**src/rtl/adc_rd_pkg.sv**
```systemverilog
`timescale 1ns/1ps
package adc_rd_pkg;
    typedef enum logic [2:0] {
        ST_IDLE  = 3'd0,
        ST_CSSET = 3'd1,
        ST_CONV  = 3'd2,
        ST_BLO   = 3'd3,
        ST_BHI   = 3'd4,
        ST_READ  = 3'd5
    } rd_state_e;
endpackage

```
**src/rtl/adc_rd_sync.sv**
```systemverilog
`timescale 1ns/1ps
// Multi-stage synchronizer for an asynchronous level input.
module adc_rd_sync #(
    parameter int   STAGES  = 2,
    parameter logic RST_VAL = 1'b1
) (
    input  logic clk,
    input  logic rst_n,
    input  logic din,
    output logic dout
);
    logic [STAGES-1:0] ff_d, ff_q;

    always_comb begin
        ff_d = {ff_q[STAGES-2:0], din};
    end

    always_ff @(posedge clk or negedge rst_n) begin
        if (!rst_n) ff_q <= {STAGES{RST_VAL}};
        else        ff_q <= ff_d;
    end

    assign dout = ff_q[STAGES-1];
endmodule

```
**src/rtl/adc_rd_sclkgen.sv**
```systemverilog
`timescale 1ns/1ps
// Gated data-clock divider; reports the cycle in which each edge is launched.
module adc_rd_sclkgen #(
    parameter int HALF_CYC = 9
) (
    input  logic clk,
    input  logic rst_n,
    input  logic en,
    output logic sclk,
    output logic rise,
    output logic fall
);
    localparam int CW = $clog2(HALF_CYC + 1);
    localparam logic [CW-1:0] CNT_END = CW'(HALF_CYC - 1);

    typedef struct packed {
        logic [CW-1:0] cnt;
        logic          sclk;
    } gen_t;

    gen_t gen_d, gen_q;
    logic at_end;

    always_comb begin
        at_end = (gen_q.cnt == CNT_END);
        rise   = en && at_end && !gen_q.sclk;
        fall   = en && at_end && gen_q.sclk;
        gen_d  = gen_q;
        if (!en) begin
            gen_d.cnt  = '0;
            gen_d.sclk = 1'b0;
        end else if (at_end) begin
            gen_d.cnt  = '0;
            gen_d.sclk = !gen_q.sclk;
        end else begin
            gen_d.cnt  = gen_q.cnt + 1'b1;
        end
    end

    always_ff @(posedge clk or negedge rst_n) begin
        if (!rst_n) gen_q <= '0;
        else        gen_q <= gen_d;
    end

    assign sclk = gen_q.sclk;
endmodule

```
**src/rtl/adc_rd_shreg.sv**
```systemverilog
`timescale 1ns/1ps
// MSB-first capture register.
module adc_rd_shreg #(
    parameter int W = 16
) (
    input  logic         clk,
    input  logic         rst_n,
    input  logic         clr,
    input  logic         shift,
    input  logic         din,
    output logic [W-1:0] q
);
    logic [W-1:0] q_d, q_q;

    always_comb begin
        q_d = q_q;
        if (clr)        q_d = '0;
        else if (shift) q_d = {q_q[W-2:0], din};
    end

    always_ff @(posedge clk or negedge rst_n) begin
        if (!rst_n) q_q <= '0;
        else        q_q <= q_d;
    end

    assign q = q_q;
endmodule

```
**src/rtl/adc_rd_ctrl.sv**
```systemverilog
`timescale 1ns/1ps
// Host-side conversion and serial readout sequencer.
module adc_rd_ctrl
    import adc_rd_pkg::*;
#(
    parameter int DATA_W      = 16,
    parameter int HALF_CYC    = 9,
    parameter int GAP_CYC     = 3,
    parameter int LOW_CYC     = 13,
    parameter int BUSY_LO_TO  = 32,
    parameter int BUSY_HI_TO  = 2000,
    parameter int SYNC_STAGES = 2
) (
    input  logic              clk,
    input  logic              rst_n,
    input  logic              conv_req,
    input  logic              sync_en,
    input  logic              adc_busy_n,
    input  logic              adc_sdata,
    input  logic              adc_sync,
    output logic              adc_cs_n,
    output logic              adc_convst_n,
    output logic              adc_sclk,
    output logic              ctrl_idle,
    output logic              sample_valid,
    output logic [DATA_W-1:0] sample_data,
    output logic              sample_first,
    output logic              timeout_err,
    output logic              sync_err
);
    localparam int TMAX_A = (BUSY_HI_TO > BUSY_LO_TO) ? BUSY_HI_TO : BUSY_LO_TO;
    localparam int TMAX_B = (LOW_CYC > GAP_CYC) ? LOW_CYC : GAP_CYC;
    localparam int TMAX   = (TMAX_A > TMAX_B) ? TMAX_A : TMAX_B;
    localparam int TW     = $clog2(TMAX + 1);
    localparam int NPW    = $clog2(DATA_W + 3);

    localparam logic [TW-1:0]  GAP_END  = TW'(GAP_CYC - 1);
    localparam logic [TW-1:0]  LOW_END  = TW'(LOW_CYC - 1);
    localparam logic [TW-1:0]  BLO_END  = TW'(BUSY_LO_TO - 1);
    localparam logic [TW-1:0]  BHI_END  = TW'(BUSY_HI_TO - 1);
    localparam logic [NPW-1:0] LAST_P   = NPW'(DATA_W + 1);
    localparam logic [NPW-1:0] LAST_S   = NPW'(DATA_W + 2);
    localparam logic [NPW-1:0] PLS_MARK = NPW'(2);
    localparam logic [NPW-1:0] PLS_D_P  = NPW'(2);
    localparam logic [NPW-1:0] PLS_D_S  = NPW'(3);

    typedef struct packed {
        rd_state_e      st;
        logic           cs_n;
        logic           cv_n;
        logic           smode;
        logic           p0_done;
        logic [TW-1:0]  tmr;
        logic [NPW-1:0] npls;
        logic           first_pend;
        logic           sbad;
        logic           vld;
        logic           first_o;
        logic           tout;
        logic           serr;
    } ctl_t;

    localparam ctl_t CTL_RST = '{
        st: ST_IDLE, cs_n: 1'b1, cv_n: 1'b1, smode: 1'b0, p0_done: 1'b0,
        tmr: '0, npls: '0, first_pend: 1'b1, sbad: 1'b0, vld: 1'b0,
        first_o: 1'b0, tout: 1'b0, serr: 1'b0
    };

    ctl_t r_d, r_q;
    logic busy_s;
    logic sclk_en, sc_rise, sc_fall;
    logic sh_clr, sh_en;
    logic [NPW-1:0] pnum;

    adc_rd_sync #(.STAGES(SYNC_STAGES), .RST_VAL(1'b1)) u_bsync (
        .clk(clk), .rst_n(rst_n), .din(adc_busy_n), .dout(busy_s)
    );

    adc_rd_sclkgen #(.HALF_CYC(HALF_CYC)) u_sclk (
        .clk(clk), .rst_n(rst_n), .en(sclk_en),
        .sclk(adc_sclk), .rise(sc_rise), .fall(sc_fall)
    );

    adc_rd_shreg #(.W(DATA_W)) u_shr (
        .clk(clk), .rst_n(rst_n), .clr(sh_clr), .shift(sh_en),
        .din(adc_sdata), .q(sample_data)
    );

    always_comb begin
        r_d         = r_q;
        r_d.vld     = 1'b0;
        r_d.tout    = 1'b0;
        r_d.serr    = 1'b0;
        r_d.first_o = 1'b0;
        if (r_q.tmr != '1) r_d.tmr = r_q.tmr + 1'b1;
        sh_clr  = 1'b0;
        sh_en   = 1'b0;
        pnum    = r_q.npls + 1'b1;
        sclk_en = ((r_q.st == ST_CONV) && r_q.smode && !r_q.p0_done)
                || (r_q.st == ST_READ);

        case (r_q.st)
            ST_IDLE: begin
                if (conv_req) begin
                    r_d.st      = ST_CSSET;
                    r_d.cs_n    = 1'b0;
                    r_d.smode   = sync_en;
                    r_d.p0_done = 1'b0;
                    r_d.sbad    = 1'b0;
                    r_d.tmr     = '0;
                end
            end
            ST_CSSET: begin
                if (r_q.tmr >= GAP_END) begin
                    r_d.st   = ST_CONV;
                    r_d.cv_n = 1'b0;
                    r_d.tmr  = '0;
                end
            end
            ST_CONV: begin
                if (sc_fall) r_d.p0_done = 1'b1;
                if ((r_q.tmr >= LOW_END) && (!r_q.smode || r_q.p0_done)) begin
                    r_d.st   = ST_BLO;
                    r_d.cv_n = 1'b1;
                    r_d.tmr  = '0;
                end
            end
            ST_BLO: begin
                if (!busy_s) begin
                    r_d.st  = ST_BHI;
                    r_d.tmr = '0;
                end else if (r_q.tmr >= BLO_END) begin
                    r_d.st   = ST_IDLE;
                    r_d.cs_n = 1'b1;
                    r_d.tout = 1'b1;
                end
            end
            ST_BHI: begin
                if (busy_s) begin
                    r_d.st   = ST_READ;
                    r_d.npls = '0;
                    r_d.tmr  = '0;
                    sh_clr   = 1'b1;
                end else if (r_q.tmr >= BHI_END) begin
                    r_d.st   = ST_IDLE;
                    r_d.cs_n = 1'b1;
                    r_d.tout = 1'b1;
                end
            end
            ST_READ: begin
                if (sc_rise) begin
                    r_d.npls = pnum;
                    if (r_q.smode) begin
                        if ((pnum == PLS_MARK) && !adc_sync) r_d.sbad = 1'b1;
                        sh_en = (pnum >= PLS_D_S);
                    end else begin
                        sh_en = (pnum >= PLS_D_P);
                    end
                end
                if (sc_fall && (r_q.npls == (r_q.smode ? LAST_S : LAST_P))) begin
                    r_d.st      = ST_IDLE;
                    r_d.cs_n    = 1'b1;
                    r_d.vld     = !r_q.sbad;
                    r_d.serr    = r_q.sbad;
                    r_d.first_o = r_q.first_pend && !r_q.sbad;
                    if (!r_q.sbad) r_d.first_pend = 1'b0;
                end
            end
            default: r_d = CTL_RST;
        endcase
    end

    always_ff @(posedge clk or negedge rst_n) begin
        if (!rst_n) r_q <= CTL_RST;
        else        r_q <= r_d;
    end

    assign adc_cs_n     = r_q.cs_n;
    assign adc_convst_n = r_q.cv_n;
    assign ctrl_idle    = (r_q.st == ST_IDLE);
    assign sample_valid = r_q.vld;
    assign sample_first = r_q.first_o;
    assign timeout_err  = r_q.tout;
    assign sync_err     = r_q.serr;
endmodule

```
**config.mk**
```make
export PLATFORM = sky130hd
export DESIGN_NAME = adc_rd_ctrl
export DESIGN_NICKNAME = d
export VERILOG_FILES = /design/src/rtl/adc_rd_pkg.sv /design/src/rtl/adc_rd_sync.sv /design/src/rtl/adc_rd_sclkgen.sv /design/src/rtl/adc_rd_shreg.sv /design/src/rtl/adc_rd_ctrl.sv
export SDC_FILE = /design/constraint.sdc
export NUM_CORES = 1
export LEC_CHECK = 0
export ABC_AREA = 1
export BUFFER_PORTS_ARGS = -buffer_cell sky130_fd_sc_hd__buf_4
export CAP_MARGIN = 15
export CORE_MARGIN = 5
export CORE_UTILIZATION = 59
export CTS_CLUSTER_DIAMETER = 200
export DETAILED_ROUTE_END_ITERATION = 6
export GPL_TIMING_DRIVEN = 0
export PLACE_DENSITY = 0.86
export SYNTH_ARGS = -nofsm -noshare
export SYNTH_HDL_FRONTEND = slang
export SYNTH_SLANG_ARGS = --single-unit
```
**constraint.sdc**
```tcl
create_clock -name clk -period 2.4 [get_ports clk]
set_input_delay 0.48 -clock clk [delete_from_list [all_inputs] [get_ports clk]]
set_output_delay 0.48 -clock clk [all_outputs]
set_load 0.01 [all_outputs]
```
## Yosys cells after proc, flatten, opt, wreduce, memory -nomap -nowiden

Cells that the tools add are included.

| storage, ports and cells | value |
|---|---|
| register bits after elaboration | 52 |
| latch bits | 0 |
| RAM bits | 0 |
| bits in read-only memories | 0 |
| output and inout port bits | 24 |
| memories | 0 |

| operators by class | value |
|---|---|
| add/sub/neg operators | 3 |
| multipliers | 0 |
| div/mod/pow operators | 0 |
| $lt $le $gt $ge | 6 |
| equal/unequal tests | 26 |
| shifts and indexed selects | 0 |
| mux-type cells | 55 |
| bitwise operators | 7 |
| reduce and logical (&&, ||, !) cells | 33 |

Operator list:

| cell | number |
|---|---|
| 11-bit one-hot mux with 6 select lines | 1 |
| 16-bit two-way mux | 3 |
| 11-bit two-way mux | 4 |
| 1-bit two-way mux | 23 |
| 4-bit two-way mux | 5 |
| 2-bit != test (second input constant) | 10 |
| 3-bit one-hot mux with 6 select lines | 1 |
| 4-bit OR reduction | 4 |
| 5-bit one-hot mux with 3 select lines | 1 |
| 13-bit two-way mux | 1 |
| 3-bit two-way mux | 4 |
| 3-bit AND reduction | 4 |
| 11-bit by 1-bit adder with 11-bit output (second input constant) | 1 |
| 11-bit greater-or-equal comparator (second input constant) | 1 |
| 11-bit by 2-bit greater-or-equal comparator with 1-bit output (second input constant) | 1 |
| 11-bit by 4-bit greater-or-equal comparator with 1-bit output (second input constant) | 1 |
| 11-bit by 5-bit greater-or-equal comparator with 1-bit output (second input constant) | 1 |
| 11-bit != test (second input constant) | 1 |
| 5-bit by 2-bit greater-or-equal comparator with 1-bit output (second input constant) | 2 |
| 5-bit two-way mux | 2 |
| 2-bit by 1-bit != test with 1-bit output (second input constant) | 5 |
| 5-bit OR reduction | 2 |
| 1-bit logical AND | 9 |
| 1-bit one-hot mux with 3 select lines | 3 |
| other kinds (23) | 40 |

## Longest topological paths before layout

Gate-level depths: netlist (run 1).

| depth | value |
|---|---|
| word-level depth | 10 |
| depth in mapped cells | 13 |
| gate-level depth less buffers | 13 |

## By module

A second synthesis (run 1) with hierarchy kept.

| second synthesis, totals | value |
|---|---|
| cells, all modules | 364 |
| area total of the unflattened synthesis | 2932.8 sq um |

Modules (own cells, without submodules):

| module | times used | cells each | area each (sq um) |
|---|---|---|---|
| adc_rd_ctrl | 1 | 262 | 1943.1 |
| adc_rd_shreg | 1 | 70 | 650.6 |
| adc_rd_sclkgen | 1 | 30 | 286.5 |
| adc_rd_sync | 1 | 2 | 52.6 |

## Worst setup path after synthesis (run 1)

Ideal clock, no wire load.

| timing | value |
|---|---|
| path kind | register -> register |
| from | register r_q[6] (netlist bit) |
| to | register u_shr.q_q[11], in the netlist u_shr.q[11] |
| library setup time | 0.118 ns |
| arrival | 1.557 ns |
| setup slack | 0.725 ns |
| cell stages (with the launch flop) | 13 |
| cell sequence | dfrtp_1 > inv_1 > ha_1 > inv_1 > nand2_1 > nand2_1 > nor2_1 > and2_1 > nand2_2 > nand2_2 > buf_6 > nand2_1 > o21ai_2 |

| on the way | value |
|---|---|
| word-level cells in the longest chain between the ends | 6 |
| elaborated cells on any way between the ends | 7 |

RTL lines:

| item | line | RTL |
|---|---|---|
| from (decl) | adc_rd_ctrl.sv:69 | `ctl_t r_d, r_q;` |
| from (signal assigned) | adc_rd_ctrl.sv:175 | `else r_q <= r_d;` |
| 5-bit by 1-bit adder with 5-bit output (*) | adc_rd_ctrl.sv:98 | `pnum = r_q.npls + 1'b1;` |
| 5-bit by 2-bit greater-or-equal comparator with 1-bit output (on tied branches) | adc_rd_ctrl.sv:157, adc_rd_ctrl.sv:155 |  |
| 1-bit two-way mux (*) | adc_rd_ctrl.sv:153 | `if (r_q.smode) begin` |
| 1-bit two-way mux (*) | adc_rd_ctrl.sv:151 | `if (sc_rise) begin` |
| 1-bit two-way mux (*) | adc_rd_ctrl.sv:102 | `case (r_q.st)` |
| 2-bit nonzero test (no line) (*) | -- |  |
| to (signal assigned) | adc_rd_shreg.sv:23 | `else q_q <= q_d;` |
| to (decl) | adc_rd_shreg.sv:13 | `logic [W-1:0] q_d, q_q;` |

Mark *: on every way between the ends. The rest lies on a longest branch, timed or not.
A chain may end at the register's enable or synchronous reset.

## Worst setup path after layout (run 1)

Ends and elaborated chain as after synthesis.

==> flow_metrics.tcl, run 1 <==
set metrics [dict create \
    final_cell_mix "nand2_1, inv_1, dfrtp_1, nor2_1, buf_4" \
    diodes 0 \
    n_fill_cell 421 \
    fin_ws_ns 0.514 \
    die_area_sq_um 6480 \
    ir_drop_v 0.000494 \
    min_period_ns 1.89 \
    power_density_nw_per_um2 835 \
    hp-class "in -> async" \
    yosysTopAreaCellShare_pct 40.1 \
    syn-mean-instance-area_sq_um 7.82 \
    fin_crit_sh_pct 78.6 \
    route.detailed.drc 0 \
    clk_latency_ns 0.31 \
    grt_max_degree 53 \
    antenna_left 0 \
    endpoint_kind "flop" \
    synth_area_sq_um 2930 \
    syn_nets 389 \
    synthTopCellsByArea "dfrtp_1, nand2_1, inv_1, nand3_1, dfstp_2" \
    grt_setup_unrepaired "no" \
    worstPathRequired_ns 2.61 \
    via_per_inst 5.07 \
    numCtsBuffers 5 \
    vias 2432 \
    grt_pass1_vias 2440 \
    cts_max_level 2 \
    slew_viol_final 0 \
    yosys.area.top_type "dfrtp_1" \
    gp_congestion 0.893 \
    start_util_pct 61.3 \
    fmax_mhz 530 \
    wire_per_inst_microns 12.1 \
    skew_ns 0.00675 \
    synth_cell_types 32 \
    dpl.hpwl_microns 4190 \
    grt.total_usage_pct 20.4 \
    cts_setup_buffers 0 \
    status "complete, no violations" \
    cts.sinks 52 \
    placed_area_sq_um 3240 \
    nets 426 \
    critPathKind "reg -> reg" \
    arrival_ns 2.09 \
    p_leak_nw 1.86 \
    holdBufCountCts 0 \
    max-slew-margin-rel_pct 56.0 \
    rows 25 \
    first_iter_violations 127 \
    grt-ovfl-total 0 \
    finalHoldViolCount 0 \
    core_sq_um 4790 \
    clockRootBuffer "clkbuf_8" \
    antenna_found_initial 0 \
    clk_pin_slew_ns 0.09 \
    ys_warn_count 0 \
    cts_resized 0 \
    final_common_cell "nand2_1" \
    first_pass_iters 4 \
    crit_path_max_fanout 10 \
    routed_wl_microns 5800 \
    setup_viol 0 \
    fin_util_pct 69.7 \
    syn_inst 375 \
    seq_area_frac_synth_pct 44.6 \
    die_y_microns 80.5 \
    place_ws_ns 0.555 \
    worst_pin_slew_ns 0.660 \
    whs_ns 0.188 \
    ioPinCount 31 \
    die-width_microns 80.5 \
    ys_seq_elements 52 \
    drive_above_1_share_pct 22.5 \
    final_area_sq_um 3340 \
    cp-start-kind "flop" \
    clk_path_buf_depth 2 \
    syn_to_final_growth_pct 13.7 \
    setup_tns_ns 0 \
    reg2reg_setup_slack_ns 0.51 \
    port_buffers 30 \
    grt_pass1_wl_microns 10400 \
    cts_tree "done" \
    cap_violations 0 \
]
## state kept, by name, summed over array words and instances, names as in the netlist
name          count
adc_convst_n      1
adc_cs_n          1
r_q              23
sample_first      1
sample_valid      1
sync_err          1
timeout_err       1
u_bsync.ff_q      2
u_sclk.gen_q      4
u_sclk.sclk       1
u_shr.q          16
## stage by stage
stage	total power, W	std cells
5_1_grt	0.00303	480
2_1_floorplan	0.00198	375
3_5_place_dp	0.00227	472
3_3_place_gp	0.00223	472
4_1_cts	0.00280	480
6_report	0.00279	480
## synth_stat cells
master / n
nand2_1: 97
inv_1: 63
dfrtp_1: 47
nor2_1: 31
nand3_1: 27
nand2_2: 18
o21ai_2: 15
o21ai_0: 14
nand4_1: 8
ha_1: 7
xor2_1: 6
dfstp_2: 5
nor3_1: 5
a21oi_1: 3
buf_6: 3
nor2_2: 3
o211ai_1: 3
buf_2: 2
inv_2: 2
o21ai_1: 2
or2_2: 2
xnor2_1: 2
a211oi_1: 1
a32o_1: 1
and2_1: 1
buf_4: 1
nand2_4: 1
nand3_2: 1
nand3_4: 1
nor2_4: 1
nor3_2: 1
nor4_1: 1
## path summary, 6_finish.rpt
check | start | to | cells past startpoint
max | r_q[6] | u_shr.q[11] | 12
min | rst_n | u_sclk.gen_q[3] | 1
max reg2reg | r_q[6] | u_shr.q[11] | 12
min reg2reg | u_bsync.ff_q[0] | u_bsync.ff_q[1] | 0
max in group asynchronous | rst_n | r_q[14] | 1
min in group clk | adc_busy_n | u_bsync.ff_q[0] | 1
## power breakdown
| part | switching [W] | internal, W |
|---|---|---|
| Combinational | 0.000708 | 0.000400 |
| Clock | 0.000288 | 0.000235 |
| Sequential | 0.000133 | 0.00102 |
## worst max-delay path, stage by stage, from the launching register on
cell and delay [ns]:
dfrtp_1 0.47, inv_1 0.14, ha_1 0.32, inv_1 0.07, nand2_1 0.05, nand2_1 0.05, nor2_1 0.04, and2_1 0.15
nand2_2 0.08, nand2_2 0.09, buf_6 0.17, nand2_1 0.08, o21ai_2 0.06
## cells by family (layout without fill, tap and decap cells)
family	count (synthesis)	in the layout	share of synthesized area, %
simple gates	198	198	30.9
buf+inv	71	109	10.1
flops	52	52	44.6
compound gates	39	39	9.08
xor+xnor	8	8	2.39
fa+ha+maj	7	7	2.98
## metal layers
metal	share of wire, %	wire, microns	up-vias	track usage, %
li1	-	-	1244	-
met1	45	2600	1151	25.3
met2	51	2950	31	35.4
met3	3.2	187	6	4.60
met4	1.0	60	0	5.57
met5	0	0	-	0
## final cells by class
class                           count  area [sq um]  area share [%]
Buffer                              6          51.3            1.54
Clock inverter                      1          7.51           0.225
Tap cell                           67          83.8            2.51
Clock buffer                        7          86.3            2.59
Multi-Input combinational cell    252          1330            39.9
Timing Repair Buffer               30           225            6.75
Sequential cell                    52          1310            39.2
Inverter                           65           244            7.31
No activity file was read; power rests on OpenSTA's default activity.
==> run 2: changes to the inputs <==
==> constraint.sdc (replaced) <==
create_clock -name clk -period 1.79 [get_ports clk]
set_input_delay 0.358 -clock clk [delete_from_list [all_inputs] [get_ports clk]]
set_output_delay 0.358 -clock clk [all_outputs]
set_load 0.01 [all_outputs]
==> flow_metrics.tcl, run 2 (same netlist as run 1, synthesis figures left out) <==
set metrics [dict create \
    routed_wl_microns 6690 \
    largest_reg_flops 23 \
    core_sq_um 4790 \
    arrival_ns 1.98 \
    clockRootBuffer "clkbuf_8" \
    final_common_cell "nand2_1" \
    p_leak_nw 1.95 \
    status "complete, no violations" \
    port_buffers 30 \
    antenna_left 0 \
    skew_ns 0.00859 \
    wire_per_inst_microns 13.6 \
    reg2reg_setup_slack_ns 0.02 \
    route.detailed.drc 0 \
    comb_power_share_pct 44.2 \
    clk_pin_slew_ns 0.10 \
    nets 437 \
    gp_congestion 0.893 \
    final_cell_mix "nand2_1, inv_1, dfrtp_1, buf_4, nand3_1" \
    first_iter_violations 134 \
    critPathMaxStageDelay_ns 0.47 \
    slowest_stage "dfrtp_2" \
    grt_max_degree 53 \
    ir_drop_v 0.000750 \
    regToRegStartpoint "r_q[7]" \
    whs_ns 0.0637 \
    antenna_found_initial 0 \
    cap_violations 0 \
    first_pass_iters 4 \
    max-slew-margin-rel_pct 56.5 \
    rows 25 \
    grt_setup_unrepaired "yes" \
    drive_above_1_share_pct 31.8 \
    grt-ovfl-total 0 \
    max_flop_register "r_q" \
    finalHoldViolCount 0 \
    slew_viol_final 0 \
    seqPwrFrac_pct 38.4 \
    cts_tree "done" \
    cts_max_level 2 \
    ioPinCount 31 \
    power.share.switching_pct 41.3 \
    cts.sinks 52 \
    fmax_mhz 566 \
    worstReg2RegEnd "u_shr.q[4]" \
    crit_path_max_fanout 5 \
    fin_ws_ns 0.0221 \
    clock_power_share_pct 17.4 \
    place_ws_ns -0.0550 \
    setup_tns_ns 0 \
    numCtsBuffers 5 \
    setup_viol 0 \
    clk_latency_ns 0.31 \
    worst_pin_slew_ns 0.652 \
    fin_crit_sh_pct 98.8 \
    syn_to_final_growth_pct 23.7 \
    start_util_pct 61.3 \
    internal-power_w 0.00238 \
    ff2ff_path_depth 11 \
    cp-start-kind "flop" \
    crit_path_frequent_cell "nand2_1" \
    worstPathRequired_ns 2.00 \
    endpoint_kind "flop" \
    n_fill_cell 367 \
    hp-class "in -> async" \
    min_period_ns 1.77 \
    dpl.hpwl_microns 4190 \
    power_density_nw_per_um2 1120 \
    die_area_sq_um 6480 \
    grt.total_usage_pct 20.5 \
    via_per_inst 5.16 \
    grt_pass1_wl_microns 10500 \
    cp_cell_sequence "ha_4 -> xor2_2 -> nor2_4 -> nand2_1 -> nand2_1 -> nand2_1 -> nand2_2 -> nand2_4 -> clkbuf_16 -> nand2_4 -> o21ai_2" \
    p_sw_w 0.00168 \
    diodes 0 \
    clk_path_buf_depth 2 \
    die-width_microns 80.5 \
    grt_pass1_vias 2461 \
    critPathKind "reg -> reg" \
    vias 2532 \
    die_y_microns 80.5 \
]
## run 2: worst max-delay path by stage
stage | startpoint | to | slack (ns)
3_5_place_dp | r_q[6] | u_shr.q[11] | -0.06
4_1_cts | r_q[6] | u_shr.q[11] | 0.007
3_3_place_gp | r_q[6] | u_shr.q[9] | -0.009
2_1_floorplan | r_q[6] | u_shr.q[11] | 0.11
5_1_grt | r_q[6] | u_shr.q[5] | -0.09
6_report | r_q[7] | u_shr.q[4] | 0.02
## run 2: metrics by stage
step	power [W]	cells	area, sq um	util [%]
final	0.00406	491	3630	75.8
after global placement	0.00300	472	3240	67.8
after detailed placement	0.00304	472	3240	67.8
after CTS	0.00381	485	3380	70.6
after global routing	0.00436	491	3630	75.8
after floorplan	0.00266	375	2930	-
## run 2: critical path, delay by kind of cell, from the launching register on
kind | cells | cell delay (ns)
compound gates | 1 | 0.05
xor+xnor | 1 | 0.17
fa+ha+maj | 1 | 0.20
buf+inv | 1 | 0.19
flops | 1 | 0.47
simple gates | 7 | 0.58
## run 2: what timing repair did
action,in CTS,in global routing
hold buffers,0,0
setup buffers,5,5
gates resized for setup,2,51
endpoints found under the setup margin,15,31
gates cloned,0,1
pin swaps,0,10
## run 2: final cells by class
class,instances,area (sq um),area share [%]
inverter,65,246,6.79
buffer,6,72.6,2.00
clock inverter,1,7.51,0.207
clock buffer,7,86.3,2.38
sequential,52,1310,36.2
tap,67,83.8,2.31
timing repair buffer,41,325,8.96
multi-input combinational,252,1490,41.2
## run 2: power by group through the flow
stage	Clock, W	Combinational (W)	Sequential (W)
6_report	0.000707	0.00179	0.00156
5_1_grt	0.000772	0.00200	0.00158
4_1_cts	0.000714	0.00156	0.00153
3_5_place_dp	0	0.00147	0.00156
3_3_place_gp	0	0.00143	0.00157
2_1_floorplan	0	0.00111	0.00155
## run 2: metal layers
metal | up-vias | part of all wire (%) | global-route usage (%)
li1 | 1263 | - | -
met1 | 1213 | 42 | 25.6
met2 | 45 | 53 | 35.7
met3 | 11 | 3.3 | 4.60
met4 | 0 | 1.3 | 5.57
met5 | - | 0 | 0
==> run 3: changes to the inputs <==
--- a/config.mk
+++ b/config.mk
@@ -8,6 +8,7 @@
 export ABC_AREA = 1
 export BUFFER_PORTS_ARGS = -buffer_cell sky130_fd_sc_hd__buf_4
 export CAP_MARGIN = 15
+export CORE_ASPECT_RATIO = 0.75
 export CORE_MARGIN = 5
 export CORE_UTILIZATION = 59
 export CTS_CLUSTER_DIAMETER = 200
==> flow_metrics.tcl, run 3 (same netlist as run 1, synthesis figures left out) <==
set metrics [dict create \
    fin_ws_ns 0.0734 \
    diodes 0 \
    cp_cell_sequence "buf_6 -> inv_2 -> ha_2 -> inv_1 -> nor2_1 -> nand2_1 -> nand2_1 -> nand2_1 -> nand2_2 -> nand2_4 -> clkbuf_16 -> nand2_2 -> o21ai_2" \
    grt-ovfl-total 0 \
    core_sq_um 4840 \
    die-width_microns 91.4 \
    slowest_stage "dfrtp_2" \
    antenna_left 0 \
    endpoint "u_shr.q[7]" \
    setup_viol 0 \
    ir_drop_v 0.000957 \
    fin_crit_sh_pct 95.9 \
    antenna_found_initial 0 \
    final_common_cell "nand2_1" \
    grt_setup_unrepaired "yes" \
    crit_path_frequent_cell "nand2_1" \
    first_pass_iters 4 \
    skew_ns 0.0117 \
    cts_tree "done" \
    clk_pin_slew_ns 0.10 \
    numCtsBuffers 5 \
    hp-class "in -> async" \
    p_leak_nw 1.94 \
    critPathKind "reg -> reg" \
    wire_per_inst_microns 12.9 \
    max_flop_register "r_q" \
    worst_pin_slew_ns 0.630 \
    slew_viol_final 0 \
    finalHoldViolCount 0 \
    endpoint_kind "flop" \
    reg2reg_setup_slack_ns 0.07 \
    clk_latency_ns 0.30 \
    holdBufCountCts 0 \
    drive_above_1_share_pct 29.8 \
    start_util_pct 60.6 \
    cts.sinks 52 \
    gp_congestion 0.891 \
    grt.total_usage_pct 19.8 \
    ioPinCount 31 \
    final_cell_mix "nand2_1, inv_1, dfrtp_1, buf_4, nand3_1" \
    via_per_inst 5.26 \
    vias 2523 \
    fmax_mhz 583 \
    min_period_ns 1.72 \
    power_w 0.00404 \
    crit_start "r_q[7]" \
    cts_max_level 2 \
    grt_pass1_wl_microns 10700 \
    route.detailed.drc 0 \
    worstReg2RegEnd "u_shr.q[7]" \
    clk_path_buf_depth 2 \
    regToRegStartpoint "r_q[7]" \
    arrival_ns 1.92 \
    first_iter_violations 226 \
    worstPathRequired_ns 1.99 \
    grt_pass1_vias 2396 \
    cp-start-kind "flop" \
    grt_max_degree 53 \
    max-slew-margin-rel_pct 58.0 \
    syn_to_final_growth_pct 21.0 \
    power_density_nw_per_um2 1140 \
    place_ws_ns -0.0606 \
    nets 433 \
    routed_wl_microns 6210 \
    largest_reg_flops 23 \
    clockRootBuffer "clkbuf_8" \
    die_area_sq_um 6500 \
    critPathMaxStageDelay_ns 0.47 \
    ff2ff_path_depth 13 \
    whs_ns 0.0734 \
    port_buffers 30 \
    dpl.hpwl_microns 4340 \
    setup_tns_ns 0 \
    rows 22 \
    status "complete, no violations" \
    crit_path_max_fanout 5 \
    cap_violations 0 \
    die_y_microns 71.1 \
]
run 3: cell types whose count changed in the layout (fill, tap and decap cells not counted), sizes merged:
cell and delta:
clkbuf -1, bufinv +1, clkinv +1, buf -4, clkinvlp -1
run 3: what timing repair did:
action / CTS / global route
pin swaps: 0 / 6
endpoints found under the setup margin: 15 / 33
gates resized for setup: 2 / 38
gates cloned: 0 / 1
buffers inserted: 3 / 3
run 3: area by class of cell:
cell class,instances,area (sq um)
Buffer,6,76.3
Clock buffer,6,72.6
Clock inverter,2,35.0
Fill cell,366,1290
Inverter,65,246
Multi-Input combinational cell,252,1430
Sequential cell,52,1310
Tap cell,60,75.1
Timing Repair Buffer,37,303
run 3: worst min path at each step:
stage                          startpoint              end  slack (ns)  depth (start not counted)
after floorplan                     rst_n          r_q[10]        0.06                          0
after global routing                rst_n      u_shr.q[10]        0.13                          1
after global placement    u_bsync.ff_q[0]  u_bsync.ff_q[1]        0.35                          0
after CTS                           rst_n          r_q[20]         0.1                          1
final                               rst_n      u_shr.q[10]        0.07                          1
after detailed placement  u_bsync.ff_q[0]  u_bsync.ff_q[1]        0.35                          0
run 3: per-layer routing:
layer,global-route usage [%],up-vias,share of wire (%)
li1,-,1260,-
met4,5.05,0,0.87
met3,4.36,9,6.1
met2,30.4,79,47
met5,0,-,0
met1,28.5,1175,46
run 3: stage by stage:
stage | std cells | cell area (sq um) | util, %
global route | 480 | 3550 | 73.3
finish | 480 | 3550 | 73.3
CTS | 476 | 3370 | 69.5
global placement | 465 | 3230 | 66.8
detailed placement | 465 | 3230 | 66.8
floorplan | 375 | 2930 | -
run 3: worst max-delay path: cells and delay by family, from the launching register on:
family	cells	cell delay, ns
fa+ha+maj	1	0.16
buf+inv	4	0.42
flops	1	0.47
compound gates	1	0.05
simple gates	7	0.51
run 3: report_power, final:
group	internal [W]	total [W]	switching, W
Combinational	0.000634	0.00169	0.00106
Sequential	0.00138	0.00156	0.000183
Clock	0.000415	0.000788	0.000373
